**src/rtl/pxs_pkg.sv**
```systemverilog
package pxs_pkg;
    typedef enum logic {
        OWN_UART = 1'b0,
        OWN_PAR  = 1'b1
    } own_e;

    typedef enum logic [1:0] {
        DE_IDLE  = 2'd0,
        DE_FRAME = 2'd1,
        DE_BREAK = 2'd2
    } de_e;
endpackage

```
**src/rtl/pxs_owner_fsm.sv**
```systemverilog
module pxs_owner_fsm
    import pxs_pkg::*;
(
    input  logic clk_i,
    input  logic rst_ni,
    input  logic req_i,
    input  logic frame_busy_i,
    output logic par_o
);
    own_e st_q, st_d;

    always_ff @(posedge clk_i) begin
        if (!rst_ni) st_q <= OWN_UART;
        else         st_q <= st_d;
    end

    always_comb begin
        st_d = st_q;
        unique case (st_q)
            OWN_UART: if (req_i && !frame_busy_i) st_d = OWN_PAR;   // grant
            OWN_PAR:  if (!req_i)                 st_d = OWN_UART;  // release
            default:  st_d = OWN_UART;
        endcase
    end

    always_comb begin
        par_o = (st_q == OWN_PAR);
    end
endmodule

```
**src/rtl/pxs_de_fsm.sv**
```systemverilog
module pxs_de_fsm
    import pxs_pkg::*;
(
    input  logic clk_i,
    input  logic rst_ni,
    input  logic start_i,
    input  logic stop_i,
    input  logic brk_i,
    output logic de_o
);
    de_e st_q, st_d;

    always_ff @(posedge clk_i) begin
        if (!rst_ni) st_q <= DE_IDLE;
        else         st_q <= st_d;
    end

    always_comb begin
        st_d = st_q;
        unique case (st_q)
            DE_IDLE: begin
                if (brk_i)        st_d = DE_BREAK;  // brk_on
                else if (start_i) st_d = DE_FRAME;  // start
            end
            DE_FRAME: begin
                if (brk_i)        st_d = DE_BREAK;  // brk_on
                else if (stop_i)  st_d = DE_IDLE;   // stop_done
            end
            DE_BREAK: if (!brk_i) st_d = DE_IDLE;   // brk_off
            default:  st_d = DE_IDLE;
        endcase
    end

    // The break level enables the driver in the same cycle; the state holds
    // it one cycle past the break.
    always_comb begin
        de_o = (st_q != DE_IDLE) || brk_i;
    end
endmodule

```
**src/rtl/pxs_par_port.sv**
```systemverilog
module pxs_par_port #(
    parameter int W = 8
) (
    input  logic         clk_i,
    input  logic         rst_ni,
    input  logic         en_i,
    input  logic         tick_i,
    input  logic         valid_i,
    input  logic [W-1:0] data_i,
    input  logic [W-1:0] mask_i,
    input  logic [W-1:0] pin_in_i,
    output logic         ready_o,
    output logic [W-1:0] drv_o,
    output logic [W-1:0] oe_o,
    output logic [W-1:0] rd_o
);
    logic [W-1:0] drv_q, oe_q, in_q;
    logic         take;

    always_comb begin
        ready_o = en_i && tick_i;
        take    = ready_o && valid_i;
    end

    always_ff @(posedge clk_i) begin
        if (!rst_ni) begin
            drv_q <= '0;
            oe_q  <= '0;
            in_q  <= '0;
        end else begin
            in_q <= pin_in_i;
            if (take) begin
                drv_q <= data_i;
                oe_q  <= mask_i;
            end
        end
    end

    for (genvar i = 0; i < W; i++) begin : g_rd
        assign rd_o[i] = oe_q[i] ? drv_q[i] : in_q[i];
    end

    assign drv_o = drv_q;
    assign oe_o  = oe_q;
endmodule

```
**src/rtl/pxs_pin_share.sv**
```systemverilog
module pxs_pin_share #(
    parameter int W = 8
) (
    input  logic         clk_i,
    input  logic         rst_ni,
    input  logic         mode_req_i,
    input  logic         pace_tick_i,
    input  logic         s_valid_i,
    input  logic [W-1:0] s_data_i,
    output logic         s_ready_o,
    input  logic [W-1:0] dir_mask_i,
    input  logic [W-1:0] uart_out_i,
    input  logic [W-1:0] uart_oe_i,
    input  logic         uart_rx_busy_i,
    input  logic         uart_start_i,
    input  logic         uart_stop_i,
    input  logic         uart_brk_i,
    input  logic [W-1:0] pin_in_i,
    output logic [W-1:0] pin_out_o,
    output logic [W-1:0] pin_oe_o,
    output logic [W-1:0] par_rd_o,
    output logic         par_mode_o,
    output logic         txen_o
);
    logic         par_mode, de, frame_busy;
    logic [W-1:0] par_drv, par_oe;

    assign frame_busy = de || uart_start_i || uart_rx_busy_i;

    pxs_owner_fsm u_owner (
        .clk_i        (clk_i),
        .rst_ni       (rst_ni),
        .req_i        (mode_req_i),
        .frame_busy_i (frame_busy),
        .par_o        (par_mode)
    );

    pxs_de_fsm u_de (
        .clk_i   (clk_i),
        .rst_ni  (rst_ni),
        .start_i (uart_start_i),
        .stop_i  (uart_stop_i),
        .brk_i   (uart_brk_i),
        .de_o    (de)
    );

    pxs_par_port #(.W(W)) u_par (
        .clk_i    (clk_i),
        .rst_ni   (rst_ni),
        .en_i     (par_mode),
        .tick_i   (pace_tick_i),
        .valid_i  (s_valid_i),
        .data_i   (s_data_i),
        .mask_i   (dir_mask_i),
        .pin_in_i (pin_in_i),
        .ready_o  (s_ready_o),
        .drv_o    (par_drv),
        .oe_o     (par_oe),
        .rd_o     (par_rd_o)
    );

    always_comb begin
        pin_out_o = par_mode ? par_drv : uart_out_i;
        pin_oe_o  = par_mode ? par_oe  : uart_oe_i;
    end

    assign par_mode_o = par_mode;
    assign txen_o     = de;
endmodule

```
**config.mk**
```make
export PLATFORM = sky130hd
export DESIGN_NAME = pxs_pin_share
export DESIGN_NICKNAME = d
export VERILOG_FILES = /design/src/rtl/pxs_pkg.sv /design/src/rtl/pxs_owner_fsm.sv /design/src/rtl/pxs_de_fsm.sv /design/src/rtl/pxs_par_port.sv /design/src/rtl/pxs_pin_share.sv
export SDC_FILE = /design/constraint.sdc
export NUM_CORES = 1
export LEC_CHECK = 0
export BUFFER_PORTS_ARGS = -buffer_cell sky130_fd_sc_hd__buf_2
export CAP_MARGIN = 20
export CORE_MARGIN = 4
export CORE_UTILIZATION = 39
export DETAILED_ROUTE_END_ITERATION = 8
export MAX_ROUTING_LAYER = met4
export PLACE_DENSITY_LB_ADDON = 0.1
export SETUP_SLACK_MARGIN = 0.05
export SLEW_MARGIN = 5
export SYNTH_ARGS = -nofsm -noshare
export SYNTH_HDL_FRONTEND = slang
export SYNTH_SLANG_ARGS = --single-unit
```
**constraint.sdc**
```tcl
create_clock -name clk_i -period 1.65 [get_ports clk_i]
set_clock_uncertainty 0.2 [all_clocks]
set_input_delay 0.495 -clock clk_i [delete_from_list [all_inputs] [get_ports clk_i]]
set_output_delay 0.495 -clock clk_i [all_outputs]
set_load 0.005 [all_outputs]
```
==> summary.md <==
| Metric | Value |
|---|---|
| Status | `finished, violations left` |
| Failing checks | `negative setup slack` |
| Final setup vio count | `27` |
| Synth top area cells | `dfxtp_1 (42%), mux2_2 (21%), mux2i_1 (12%)` |
| ANT cells | `0` |
| DP Wirelength | `2214 um` |
| Capturing point of the worst reg2reg path | `u_par.oe_o[0]` |
| Syn avg cell area | `10.13 um^2` |
| Startpoint Class | `flip-flop` |
| Fmax | `495.9 MHz` |
| VDD IR max | `0.3014 mV` |
| Critical R2R Launch | `u_owner.par_o` |
| Critical path, cell by cell | `buf_12 > mux2_4 > buf_6` |
| Iteration-0 DRC Markers | `24` |
| H-tree depth | `1` |
| Yosys top cell area share | `41.70%` |
| Post-layout min period | `2.017 ns` |
| Nets | `258` |
| Syn. warnings | `0` |
| Worst setup margin | `-0.3665 ns` |
| CP Capture Type | `output pin` |
| Hold Path Class | `in -> reg` |
| Syn nets | `177` |
| CTS clk-pin slew, worst paths | `0.16 ns` |
| #FFs+latches synth | `27` |
| Root Buffer | `clkbuf_4` |
| Die width | `65.65 um` |
| Critical path class | `reg -> out` |
| Row cnt | `20` |
| RePlAce Congestion | `0.7157` |
| RSZ-0062 raised after global routing | `yes` |
| Most common cell after layout, fill and taps aside | `buf_2` |
| Final wirelength | `3389 um` |
| Area growth from synthesis to layout | `59.94%` |
| CTS Buf Count | `3` |
| I/O pin cnt | `76` |
| Post-synthesis cell area | `1296 um^2` |
| Initial antenna violation count | `0` |
| Via count | `1162` |
| Clock Latency Late Sink | `0.32 ns` |
| # DRC | `0` |
| CTS Buffer Depth | `2` |
| Relative slew slack | `77.41%` |
| Leak pwr | `0.9567 nW` |
| Distinct cells, synth | `17` |
| Fin. max-slew vios | `0` |
| Worst Path Required | `0.95 ns` |
| Drt wl/cell | `13.45 um` |
| First-pass GRT wire length | `5292 um` |
| Pwr dens | `592.3 nW/um^2` |
| # port buffers | `75` |
| CP Capture Point | `pin_oe_o[6]` |
| Slew @ Worst Pin | `0.3303 ns` |
| Total of max-cap violations | `0` |
| Global route overflow | `0` |
| Vias in the first global route | `1167` |
| Area leader, netlist | `dfxtp_1` |
| Fill count | `264` |
| Final critical-path share of the clock period | `122.2%` |
| Placed instance area | `1718 um^2` |
| Layout cell share with drive strength beyond 1 | `61.06%` |
| DR pass1 iterations | `2` |
| Starting Density | `41.44%` |
| CP max stage cell | `dfxtp_4` |
| Final ANT Viol Nets | `0` |
| Worst reg-to-reg path cell count | `3` |
| Largest net degree at the start of global routing | `27` |
| Core footprint | `3128 um^2` |
| Most frequent cells in the layout | `buf_2 (49), nand2_1 (34), buf_6 (28)` |
| CTS tree | `done` |
| WP data arrival | `1.32 ns` |
| Die ar. | `4310 um^2` |
| Cells after synthesis | `128` |
| Largest stage delay on the critical path | `0.42 ns` |
| Final Hold Vio Count | `0` |
| CP Max Fanout | `7` |
| Vias/cell | `4.611` |
| Design area | `2073 um^2` |
| Setup slack on the worst flop-to-flop path | `0.18 ns` |
| Dpl ws | `-0.09833 ns` |
| Worst hold slack | `0.1409 ns` |
| CP Launch Point | `u_owner.par_o` |
| Overall Global Routing Usage | `16.07%` |
| Clk sinks | `27` |
| Die Height | `65.65 um` |
| Register area share after synthesis | `41.70%` |
repair_timing:
| action | in CTS | in global routing |
|---|---|---|
| pin swaps | 1 | 0 |
| buffers inserted | 2 | 2 |
| endpoints found under the setup margin | 27 | 27 |
| gates resized for setup | 64 | 1 |
| cloned | 1 | 0 |
| hold buffers | 0 | 0 |
sequential cells by signal, indices dropped and copies added (netlist names):
name	flops
u_de.st_q	2
u_owner.par_o	1
u_par.oe_o	8
u_par.in_q	8
u_par.drv_o	8
Yosys cell counts:
| library cell | count |
|---|---|
| a2111oi_0 | 1 |
| a21oi_1 | 1 |
| and2_1 | 9 |
| and3_4 | 1 |
| buf_12 | 1 |
| buf_2 | 2 |
| buf_6 | 2 |
| clkbuf_1 | 4 |
| dfxtp_1 | 27 |
| inv_1 | 1 |
| mux2_2 | 24 |
| mux2i_1 | 16 |
| nand2_1 | 34 |
| nand2b_1 | 2 |
| nand3_1 | 1 |
| o41ai_2 | 1 |
| or3_4 | 1 |
cell type report:
type	instances	area, um^2	share of cell area [%]
clock buffers	3	22.52	1.086
clock inverters	1	7.507	0.3621
inverters	1	3.754	0.1810
multi-input cells	91	774.5	37.36
flip-flops and latches	27	556.8	26.86
well taps	44	55.05	2.655
repair buffers	85	653.1	31.50
worst min path at each step:
stage / startpoint / end / slack (ns) / cells after the start
global placement: u_de.st_q[1] / u_de.st_q[1] / 0.24 / 1
floorplan: u_de.st_q[1] / u_de.st_q[1] / 0.22 / 1
detailed placement: u_de.st_q[1] / u_de.st_q[1] / 0.25 / 1
finish: uart_rx_busy_i / u_owner.par_o / 0.14 / 2
CTS: uart_rx_busy_i / u_owner.par_o / 0.14 / 2
global route: uart_rx_busy_i / u_owner.par_o / 0.14 / 2
critical path, delay by kind of cell (launching register included):
kind | cells | cell delay, ns
flops | 1 | 0.42
buf+inv | 2 | 0.26
mux | 1 | 0.31
power by group:
| part | leakage (nW) | total (mW) | internal, mW | switching [mW] |
|---|---|---|---|---|
| logic | 0.717 | 0.267 | 0.178 | 0.0886 |
| clock network | 0.0139 | 0.289 | 0.0925 | 0.196 |
| registers | 0.226 | 0.673 | 0.666 | 0.00654 |
kinds of logic (layout without fill, tap and decap cells):
logic type	after synthesis	after routing	share of synthesized area, %
AND/OR/NAND/NOR	48	48	17.28
multiplexers	40	40	33.20
flip-flops	27	27	41.70
buffers and inverters	10	90	5.501
AO/OA/AOI/OAI	3	3	2.317
through the flow:
step | TNS [ns] | util [%] | total power, mW | std cells
floorplan | 0 | - | 0.7706 | 128
global placement | -0.1023 | 54.92 | 0.8699 | 244
detailed placement | -0.1963 | 54.92 | 0.8751 | 244
CTS | -7.700 | 66.04 | 1.237 | 251
global route | -8.779 | 66.28 | 1.286 | 252
finish | -7.479 | 66.28 | 1.228 | 252
metal layers:
metal	up-vias	global-route usage (%)	wire [um]
met4	0	2.332	11
met3	2	2.564	197
met5	-	-	0
li1	589	-	-
met2	40	29.79	1824
met1	531	18.43	1356
Note: power is estimated with default switching activity, not from simulation.
